[src/rtl/res_chk_pkg.sv]
package res_chk_pkg;

  typedef enum logic [1:0] {
    OP_ADD = 2'b00,
    OP_SUB = 2'b01,
    OP_MUL = 2'b10,
    OP_RSV = 2'b11
  } op_e;

  // 2^n mod m, evaluated at elaboration for fold weights and wrap offsets
  function automatic int unsigned pow2_mod(int unsigned n, int unsigned m);
    int unsigned p;
    p = 1 % m;
    for (int unsigned k = 0; k < n; k++) begin
      p = (p * 2) % m;
    end
    return p;
  endfunction

endpackage

[src/rtl/res_fold.sv]
module res_fold
  import res_chk_pkg::*;
#(
  parameter int unsigned IN_W = 32,
  parameter int unsigned MODV = 3,
  parameter int unsigned RW   = 2
) (
  input  logic [IN_W-1:0] val_i,
  output logic [RW-1:0]   rsd_o
);

  localparam int unsigned   SW    = RW + 1;
  localparam logic [SW-1:0] MOD_S = SW'(MODV);

  // chain of modular adders: each stage adds the bit's weight 2^i mod MODV
  for (genvar i = 0; i < int'(IN_W); i++) begin : g_bit
    localparam logic [RW-1:0] WT = RW'(pow2_mod(i, MODV));
    logic [RW-1:0] acc_in;
    logic [SW-1:0] sum;
    logic [RW-1:0] acc_out;

    if (i == 0) begin : g_first
      assign acc_in = '0;
    end else begin : g_next
      assign acc_in = g_bit[i-1].acc_out;
    end

    assign sum     = {1'b0, acc_in} + (val_i[i] ? {1'b0, WT} : {SW{1'b0}});
    assign acc_out = (sum >= MOD_S) ? RW'(sum - MOD_S) : RW'(sum);
  end

  assign rsd_o = g_bit[IN_W-1].acc_out;

endmodule

[src/rtl/arith_unit.sv]
module arith_unit
  import res_chk_pkg::*;
#(
  parameter int unsigned W = 32
) (
  input  op_e             op_i,
  input  logic [W-1:0]    opa_i,
  input  logic [W-1:0]    opb_i,
  output logic [2*W-1:0]  res_o
);

  localparam int unsigned RES_W = 2 * W;

  logic [RES_W-1:0] a_ext;
  logic [RES_W-1:0] b_ext;

  assign a_ext = RES_W'(opa_i);
  assign b_ext = RES_W'(opb_i);

  always_comb begin
    unique case (op_i)
      OP_ADD:  res_o = a_ext + b_ext;
      OP_SUB:  res_o = a_ext - b_ext;
      OP_MUL:  res_o = a_ext * b_ext;
      default: res_o = '0;
    endcase
  end

endmodule

[src/rtl/res_checker.sv]
module res_checker
  import res_chk_pkg::*;
#(
  parameter int unsigned W = 32,
  parameter int unsigned A = 3
) (
  input  logic           clk,
  input  logic           rst_n,
  input  logic           vld_i,
  input  op_e            op_i,
  input  logic [W-1:0]   opa_i,
  input  logic [W-1:0]   opb_i,
  input  logic [2*W-1:0] res_i,
  output logic           vld_o,
  output logic           err_o
);

  localparam int unsigned RES_W  = 2 * W;
  localparam int unsigned RW     = (A <= 2) ? 1 : $clog2(A);
  localparam int unsigned K_WRAP = pow2_mod(RES_W, A);
  localparam logic [RW:0] A_S    = (RW+1)'(A);
  localparam logic [RW:0] ADJ    = (RW+1)'((A - K_WRAP) % A);

  function automatic logic [RW-1:0] mred(logic [RW:0] s);
    return (s >= A_S) ? RW'(s - A_S) : RW'(s);
  endfunction

  logic [RW-1:0]   ra, rb, rr, rm;
  logic [2*RW-1:0] prod;
  logic [RW-1:0]   add_r, sub_r, rr_sgn;
  logic [RW-1:0]   exp_r, act_r;
  logic            chk_en;
  logic            err_d, vld_d;
  logic            err_q, vld_q;

  res_fold #(.IN_W(W),     .MODV(A), .RW(RW)) u_fold_a (.val_i(opa_i), .rsd_o(ra));
  res_fold #(.IN_W(W),     .MODV(A), .RW(RW)) u_fold_b (.val_i(opb_i), .rsd_o(rb));
  res_fold #(.IN_W(RES_W), .MODV(A), .RW(RW)) u_fold_r (.val_i(res_i), .rsd_o(rr));

  assign prod = (2*RW)'(ra) * (2*RW)'(rb);
  res_fold #(.IN_W(2*RW),  .MODV(A), .RW(RW)) u_fold_m (.val_i(prod), .rsd_o(rm));

  // next-state logic
  always_comb begin
    add_r  = mred({1'b0, ra} + {1'b0, rb});
    sub_r  = mred({1'b0, ra} + (A_S - {1'b0, rb}));
    rr_sgn = res_i[RES_W-1] ? mred({1'b0, rr} + ADJ) : rr;
    chk_en = 1'b1;
    unique case (op_i)
      OP_ADD: begin exp_r = add_r; act_r = rr;     end
      OP_SUB: begin exp_r = sub_r; act_r = rr_sgn; end
      OP_MUL: begin exp_r = rm;    act_r = rr;     end
      default: begin
        exp_r  = '0;
        act_r  = '0;
        chk_en = 1'b0;
      end
    endcase
    vld_d = vld_i;
    err_d = vld_i & chk_en & (exp_r != act_r);
  end

  // registers
  always_ff @(posedge clk or negedge rst_n) begin
    if (!rst_n) begin
      vld_q <= 1'b0;
      err_q <= 1'b0;
    end else begin
      vld_q <= vld_d;
      err_q <= err_d;
    end
  end

  assign vld_o = vld_q;
  assign err_o = err_q;

  AST_RES_RANGE: assert property (@(posedge clk) disable iff (!rst_n)
    ({1'b0, rr} < A_S) && ({1'b0, rm} < A_S));

endmodule

[src/rtl/res_chk_top.sv]
module res_chk_top
  import res_chk_pkg::*;
#(
  parameter int unsigned W = 32,
  parameter int unsigned A = 3
) (
  input  logic           clk,
  input  logic           rst_n,
  input  logic           in_vld,
  input  logic [1:0]     op,
  input  logic [W-1:0]   opa,
  input  logic [W-1:0]   opb,
  input  logic [2*W-1:0] flip_mask,
  output logic [2*W-1:0] result,
  output logic           chk_vld,
  output logic           chk_err
);

  localparam int unsigned RES_W = 2 * W;

  op_e              op_s;
  logic [RES_W-1:0] res_raw;

  assign op_s = op_e'(op);

  arith_unit #(.W(W)) u_arith (
    .op_i  (op_s),
    .opa_i (opa),
    .opb_i (opb),
    .res_o (res_raw)
  );

  assign result = res_raw ^ flip_mask;

  res_checker #(.W(W), .A(A)) u_chk (
    .clk   (clk),
    .rst_n (rst_n),
    .vld_i (in_vld),
    .op_i  (op_s),
    .opa_i (opa),
    .opb_i (opb),
    .res_i (result),
    .vld_o (chk_vld),
    .err_o (chk_err)
  );

  AST_VLD_FOLLOW: assert property (@(posedge clk) disable iff (!rst_n)
    in_vld |=> chk_vld);
  AST_VLD_DROP: assert property (@(posedge clk) disable iff (!rst_n)
    !in_vld |=> !chk_vld);
  AST_ERR_QUAL: assert property (@(posedge clk) disable iff (!rst_n)
    chk_err |-> chk_vld);
  AST_CLEAN_PASS: assert property (@(posedge clk) disable iff (!rst_n)
    (in_vld && flip_mask == '0) |=> !chk_err);
  AST_RSV_QUIET: assert property (@(posedge clk) disable iff (!rst_n)
    (in_vld && op == 2'b11) |=> !chk_err);

endmodule

[config.mk]
export PLATFORM = sky130hd
export DESIGN_NAME = res_chk_top
export DESIGN_NICKNAME = d
export VERILOG_FILES = /design/src/rtl/res_chk_pkg.sv /design/src/rtl/res_fold.sv /design/src/rtl/arith_unit.sv /design/src/rtl/res_checker.sv /design/src/rtl/res_chk_top.sv
export SDC_FILE = /design/constraint.sdc
export NUM_CORES = 2
export LEC_CHECK = 0
export CAP_MARGIN = 10
export CORE_ASPECT_RATIO = 1.1
export CORE_MARGIN = 2
export CORE_UTILIZATION = 54
export CTS_CLUSTER_SIZE = 24
export DETAILED_ROUTE_END_ITERATION = 7
export GPL_TIMING_DRIVEN = 0
export PLACE_DENSITY = 0.72
export SYNTH_ARGS = -nofsm -noshare
export SYNTH_HDL_FRONTEND = slang
export SYNTH_SLANG_ARGS = --single-unit
[constraint.sdc]
create_clock -name clk -period 20.5 [get_ports clk]
set_clock_uncertainty 0.15 [all_clocks]
set_input_delay 4.1 -clock clk [delete_from_list [all_inputs] [get_ports clk]]
set_output_delay 4.1 -clock clk [all_outputs]
set_load 0.01 [all_outputs]
== Yosys cells after proc, flatten, opt, wreduce, memory -nomap -nowiden ==
Index checks and enable logic that the tools add are counted.
Storage, ports and cells
  register bits after elaboration: 2
  output and inout port bits: 66
  logic and storage cells: 689
Cells by class
  $add $sub $neg: 269
  multiply operators: 2
  magnitude comparators: 135
  equality and inequality tests: 3
  mux-type cells: 272
  bitwise operators: 3
  reductions and logical operators: 3
Operator list (count)
  $ge A3 B2 Y1 const B: 135
  $mux W2: 202
  $sub A2 B2 Y2 const B: 135
  $add A2 B2 Y3: 67
  $pmux W64 S3: 1
  $add A2 B1 Y3: 62
  $mux W1: 67
  $mul A32 B32 Y64: 1
  $xor A64 B64 Y64: 1
  $add A32 B32 Y33: 1
  $sub A32 B32 Y33: 1
  $pmux W2 S3: 1
  $mul A2 B2 Y4: 1
  $pmux W2 S2: 1
  $add A2 B2 Y3 const B: 1
  $add A2 B3 Y3: 1
  $reduce_or A3 Y1: 1
  $sub A2 B2 Y3 const A: 1
  $and A1 B1 Y1: 2
  $eq A2 B1 Y1 const B: 1
  $eq A2 B2 Y1 const B: 1
  $logic_not A2 Y1: 1
  $ne A2 B2 Y1: 1
  $reduce_or A2 Y1: 1

== Logic depth before layout (Yosys ltp) ==
  word-level depth: 202
  depth in mapped cells: 266

== Modules after synthesis ==
A second synthesis with hierarchy kept.
Unflattened totals
  cells, all modules: 5371
  area, all modules: 47772.1 um^2
By module, submodules not included
  arith_unit: times used 1, cells each 4345, area an instance 37288.3 um^2, sequential area each 0.0 um^2
  res_fold (u_chk.u_fold_r): times used 1, cells each 528, area an instance 5351.4 um^2, sequential area each 0.0 um^2
  res_fold (u_chk.u_fold_a ...): times used 2, cells each 182, area an instance 1994.4 um^2, sequential area each 0.0 um^2
  res_chk_top: times used 1, cells each 64, area an instance 560.5 um^2, sequential area each 0.0 um^2
  res_checker: times used 1, cells each 52, area an instance 434.2 um^2, sequential area each 50.0 um^2
  res_fold (u_chk.u_fold_m): times used 1, cells each 18, area an instance 148.9 um^2, sequential area each 0.0 um^2

== Worst setup path before layout ==
Ideal clock, no wire load.
  path type: input-to-reg
  start: in opa[0]
  end: reg u_chk.err_q (netlist: u_chk.err_o)
  arrival: 58.438 ns
  required time: 20.273 ns
  setup slack: -38.165 ns
  stages: 222
  path buffers: 2
  path through: clkbuf_1 -> clkinv_1 -> clkbuf_1 -> ha_1 -> inv_1 -> fa_1 -> nand2_1 -> o21ai_0 -> xnor2_1 -> o21ai_0 -> xor2_1 -> ha_1 -> fa_1 -> a211oi_1 -> a21oi_1 -> fa_1 -> xor2_1 -> ha_1 -> [... 186 more ...] -> a21oi_1 -> o22a_1 -> inv_1 -> fa_1 -> xor2_1 -> ha_1 -> fa_1 -> a21oi_1 -> o22a_1 -> inv_1 -> fa_1 -> nor2_1 -> o211ai_1 -> o31ai_1 -> nand3_1 -> o31ai_1 -> or3_1 -> a21oi_1
RTL lines
  start, declared: line res_chk_top.sv:11  | input logic [W-1:0] opa,
  $mul A32 B32 Y64, or another cell as far along: line arith_unit.sv:24  | OP_MUL: res_o = a_ext * b_ext;
  $pmux W64 S3 (*): line arith_unit.sv:21  | unique case (op_i)
  $xor A64 B64 Y64 (*): line res_chk_top.sv:33  | assign result = res_raw ^ flip_mask;
  named net result[2]: line res_chk_top.sv:14  | output logic [2*W-1:0] result,
  $mux W1 (*): line res_fold.sv:28  | assign sum = {1'b0, acc_in} + (val_i[i] ? {1'b0, WT} : {SW{1'b0}});
  $add A2 B1 Y3 (*): line res_fold.sv:28
  $ge A3 B2 Y1 or $sub A2 B2 Y2 (tied branches): line res_fold.sv:29  | assign acc_out = (sum >= MOD_S) ? RW'(sum - MOD_S) : RW'(sum);
  $mux W2 (*): line res_fold.sv:29
  [... 183 more ...]
  $add A2 B2 Y3: line res_checker.sv:47  | rr_sgn = res_i[RES_W-1] ? mred({1'b0, rr} + ADJ) : rr;
  $ge A3 B2 Y1 or $sub A2 B2 Y2 (tied branches): line res_checker.sv:25  | return (s >= A_S) ? RW'(s - A_S) : RW'(s);
  $mux W2: line res_checker.sv:25
  $mux W2: line res_checker.sv:47
  $pmux W2 S2 (*): line res_checker.sv:49  | unique case (op_i)
  $ne A2 B2 Y1 (*): line res_checker.sv:60  | err_d = vld_i & chk_en & (exp_r != act_r);
  $and A1 B1 Y1 (*): line res_checker.sv:60
  named net u_chk.err_d: line res_checker.sv:33  | logic err_d, vld_d;
  end signal, assigned: line res_checker.sv:70  | err_q <= err_d;
  end, declared: line res_checker.sv:34  | logic err_q, vld_q;
The timed path passes the listed nets; every way through them passes the cells marked *.

== Worst setup path after layout ==
  start: in op[1]
  end: reg u_chk.err_q (netlist: u_chk.err_o)
On the way
  longest elaborated chain between the ends: 202
RTL lines
  start, declared: line res_chk_top.sv:10  | input logic [1:0] op,
  $eq A2 B2 Y1, or another cell as far along: line arith_unit.sv:21, res_checker.sv:49
  $pmux W64 S3: line arith_unit.sv:21
  $xor A64 B64 Y64: line res_chk_top.sv:33
  $mux W1: line res_fold.sv:28
  $ge A3 B2 Y1 or $sub A2 B2 Y2 (tied branches): line res_fold.sv:29
  $mux W2: line res_fold.sv:29
  $add A2 B2 Y3: line res_fold.sv:28
  $ge A3 B2 Y1 or $sub A2 B2 Y2 (tied branches): line res_fold.sv:29
  [... 187 more ...]
  $add A2 B2 Y3: line res_checker.sv:47
  $ge A3 B2 Y1 or $sub A2 B2 Y2 (tied branches): line res_checker.sv:25
  $mux W2: line res_checker.sv:25
  $mux W2: line res_checker.sv:47
  $pmux W2 S2: line res_checker.sv:49
  $ne A2 B2 Y1: line res_checker.sv:60
  $and A1 B1 Y1 (*): line res_checker.sv:60
  named net u_chk.err_d: line res_checker.sv:33
Marks and branches as above.

==> Flow_metrics.wiki <==
{| class="wikitable"
! Metric !! Value
|-
| Horizontal die dimension || 280.9 µm
|-
| Clock tree from TritonCTS || yes
|-
| H-tree depth || 1
|-
| Net count after synthesis || 6942
|-
| 1st-iter DRT viols || 3604
|-
| Mean instance size in the synthesized netlist || 8.652 µm²
|-
| Largest net degree at the start of global routing || 11
|-
| Peak per-stage delay on the critical path || 0.55 ns
|-
| Wire length of the first global-routing pass || 254.8 mm
|-
| Sinks on the clock net || 2
|-
| Initial core utilization || 0.5456
|-
| DRT antenna net count || 0
|-
| Final estimated routing congestion in global placement || 1.047
|-
| Data arrival at the endpoint of the critical path || 57.82 ns
|-
| Cell at the slowest stage of the critical path || sky130_fd_sc_hd__fa_2
|-
| Number of hold violations in the final report || 0
|-
| Unrepaired setup endpoints after global routing || true
|-
| Number of violations of the max-capacitance limit || 0
|-
| Count of cell instances traversed by the critical path || 215
|-
| Total congestion overflow || 0
|-
| Port Buffers || 196
|-
| Worst Slack Setup Final || -37.34 ns
|-
| Number of detailed-route iterations in the first pass || 6
|-
| Share of layout cells above drive strength 1 || 0.05312
|-
| Clock buffer count from CTS || 3
|-
| EDFF count, synth || 0
|-
| Async set or reset register ratio after synthesis || 1.000
|-
| Area occupied by multi-input gates || 40590 µm²
|-
| Longest Clk Path Bufs || 2
|-
| Setup TNS after final layout || -37.34 ns
|-
| Vias after detailed routing || 39190
|-
| Die Span Y || 308.6 µm
|-
| Detailed-route DRC error count || 0
|-
| DRT Wirelength || 171.0 mm
|-
| Flip-flop and latch count after synthesis || 2
|-
| Area occupied by registers || 50.05 µm²
|-
| Pin slew with the least headroom to its limit || 1.381 ns
|-
| Core area || 83470 µm²
|-
| Top library cells by usage in the layout, fill and taps aside || sky130_fd_sc_hd__inv_1, sky130_fd_sc_hd__fa_1, sky130_fd_sc_hd__nand2_1
|-
| Via/cell ratio || 5.868
|-
| Final routed wire length divided by cell count || 25.61 µm
|-
| Root Buffer || sky130_fd_sc_hd__clkbuf_16
|-
| Final worst path period need || 57.84 ns
|-
| Distinct cell type count of the synthesized netlist || 77
|-
| HPWL after detailed placement || 140.9 mm
|-
| IO Pins || 199
|-
| Yosys synthesis warning count || 0
|-
| Fillers || 7450
|-
| Most common cell after layout, fill and taps aside || sky130_fd_sc_hd__inv_1
|-
| Kind of start point of the critical path || primary input
|-
| Kind of path behind the tightest hold check || in -> async
|-
| Relative slew slack || 0.07924
|-
| Violations in the final reports || negative setup slack
|-
| Area enclosed by the die boundary || 86670 µm²
|-
| Row Count || 111
|-
| Maximum operating frequency || 0.01729 GHz
|-
| Most used cell along the critical path || sky130_fd_sc_hd__fa_2
|-
| Combined area of all synthesized cells || 45540 µm²
|-
| Number of buffer and inverter stages on the critical path || 34
|-
| Critical path fanouts, max || 10
|-
| Final net count || 7216
|-
| Status || finished, violations left
|-
| Number of max-slew violations in the final report || 0
|-
| Ratio of final minimum period to clock period || 2.821
|-
| Top delay family on crit path || adder cells
|-
| Area overhead of the layout relative to synthesis || 9.946%
|-
| Category of the worst setup path capture point || register
|-
| Type of the worst setup path || in -> reg
|-
| Synthesized netlist cell count || 5263
|-
| Fraction of the yosys area taken by sequential cells || 0.001099
|-
| Clk slew on worst S/H paths || 0.03 ns
|-
| Top_reg_cell synth || sky130_fd_sc_hd__dfrtp_1
|-
| Via count of the first global-routing pass || 41210
|-
| Gr usage total || 0.4047
|-
| Required time at the endpoint of the critical path || 20.48 ns
|-
| Final number of setup-violating endpoints || 1
|-
| Antenna violations before repair || 13
|}
[area by class of cell]
type / instances / area share
plain buffers: 243 / 0.02084
clock buffers: 3 / 0.001499
diodes: 13 / 0.0006498
inverters: 1162 / 0.08737
well taps: 1130 / 0.02824
flip-flops and latches: 2 / 0.0009996
multi-input cells: 3856 / 0.8107
repair buffers: 269 / 0.04971
[per-layer routing]
metal  global-route usage  share of wire  routed length, µm
met2               0.6308           0.44              75910
met5                    0       0.000070                 12
met4               0.3320           0.10              17950
met1               0.4748           0.34              57610
met3               0.1011           0.11              19500
[cells in the mapped netlist (13+ instances only)]
cell                       count  area [µm²]
sky130_fd_sc_hd__nand2b_1     18       112.6
sky130_fd_sc_hd__and3_1       14       87.58
sky130_fd_sc_hd__nor3_1       24       120.1
sky130_fd_sc_hd__and2_1      209        1308
sky130_fd_sc_hd__ha_1        520        6506
sky130_fd_sc_hd__mux2_2       60       675.7
sky130_fd_sc_hd__o22ai_1      18       112.6
sky130_fd_sc_hd__o22a_1       32       280.3
sky130_fd_sc_hd__fa_1       1026       20540
sky130_fd_sc_hd__nor2b_1      19       118.9
sky130_fd_sc_hd__a21oi_1     229        1146
sky130_fd_sc_hd__inv_1      1161        4358
sky130_fd_sc_hd__nor2_1      124       465.5
sky130_fd_sc_hd__a211oi_1     29       217.7
sky130_fd_sc_hd__xnor2_1     103       902.1
sky130_fd_sc_hd__o21bai_1     13       97.59
sky130_fd_sc_hd__clkbuf_1    236       885.9
sky130_fd_sc_hd__nand3_1      20       100.1
sky130_fd_sc_hd__o21ai_0     105       525.5
sky130_fd_sc_hd__o211ai_1     13       97.59
sky130_fd_sc_hd__mux2i_1      56       560.5
sky130_fd_sc_hd__xor2_1      164        1436
sky130_fd_sc_hd__a21o_1       45       337.8
sky130_fd_sc_hd__nand4_1      14       87.58
sky130_fd_sc_hd__a31oi_1      15       93.84
sky130_fd_sc_hd__nand2_1     860        3228
[through the flow]
stage | cells | setup slack [ns] | area [µm²] | util | hold WS (ns)
2_1_floorplan | 5263 | -35.15 | 45710 | - | 3.654
3_3_place_gp | 6589 | -38.96 | 49080 | 0.5880 | 4.119
3_5_place_dp | 6589 | -40.10 | 49080 | 0.5880 | 4.122
4_1_cts | 6650 | -36.80 | 49840 | 0.5971 | 3.896
5_1_grt | 6665 | -39.35 | 50030 | 0.5994 | 3.896
6_report | 6678 | -37.34 | 50070 | 0.5998 | 3.896
[worst paths after layout]
| kind | from | endpoint | slack (ns) |
|---|---|---|---|
| worst min-delay path | rst_n | u_chk.err_o | 3.90 |
| worst max-delay path | op[1] | u_chk.err_o | -37.34 |
| max in group asynchronous | rst_n | u_chk.vld_o | 16.18 |
| min in group clk | in_vld | u_chk.vld_o | 4.30 |
[flip-flops by register name, indices dropped and copies added (netlist names)]
signal and cells:
u_chk.err_o 1, u_chk.vld_o 1
[what timing repair did]
item / CTS / global route
setup buffers: 58 / 15
endpoints found under the setup margin: 1 / 1
gates resized for setup: 98 / 24
hold buffers: 0 / 0
pin swaps: 67 / 40
[cells by family (layout without fill, tap and decap cells)]
family,count (synthesis),in the layout,synth area share
mux,116,116,0.02715
fa+ha+maj,1546,1546,0.5939
simple gates,1333,1333,0.1284
buf+inv,1405,1677,0.1160
compound gates,594,594,0.08213
xor+xnor,267,267,0.05135
flops,2,2,0.001099
other cells,0,13,0
Power is not shown: default switching activity piles up to over one toggle a cycle in this logic, so the estimate is an artifact.
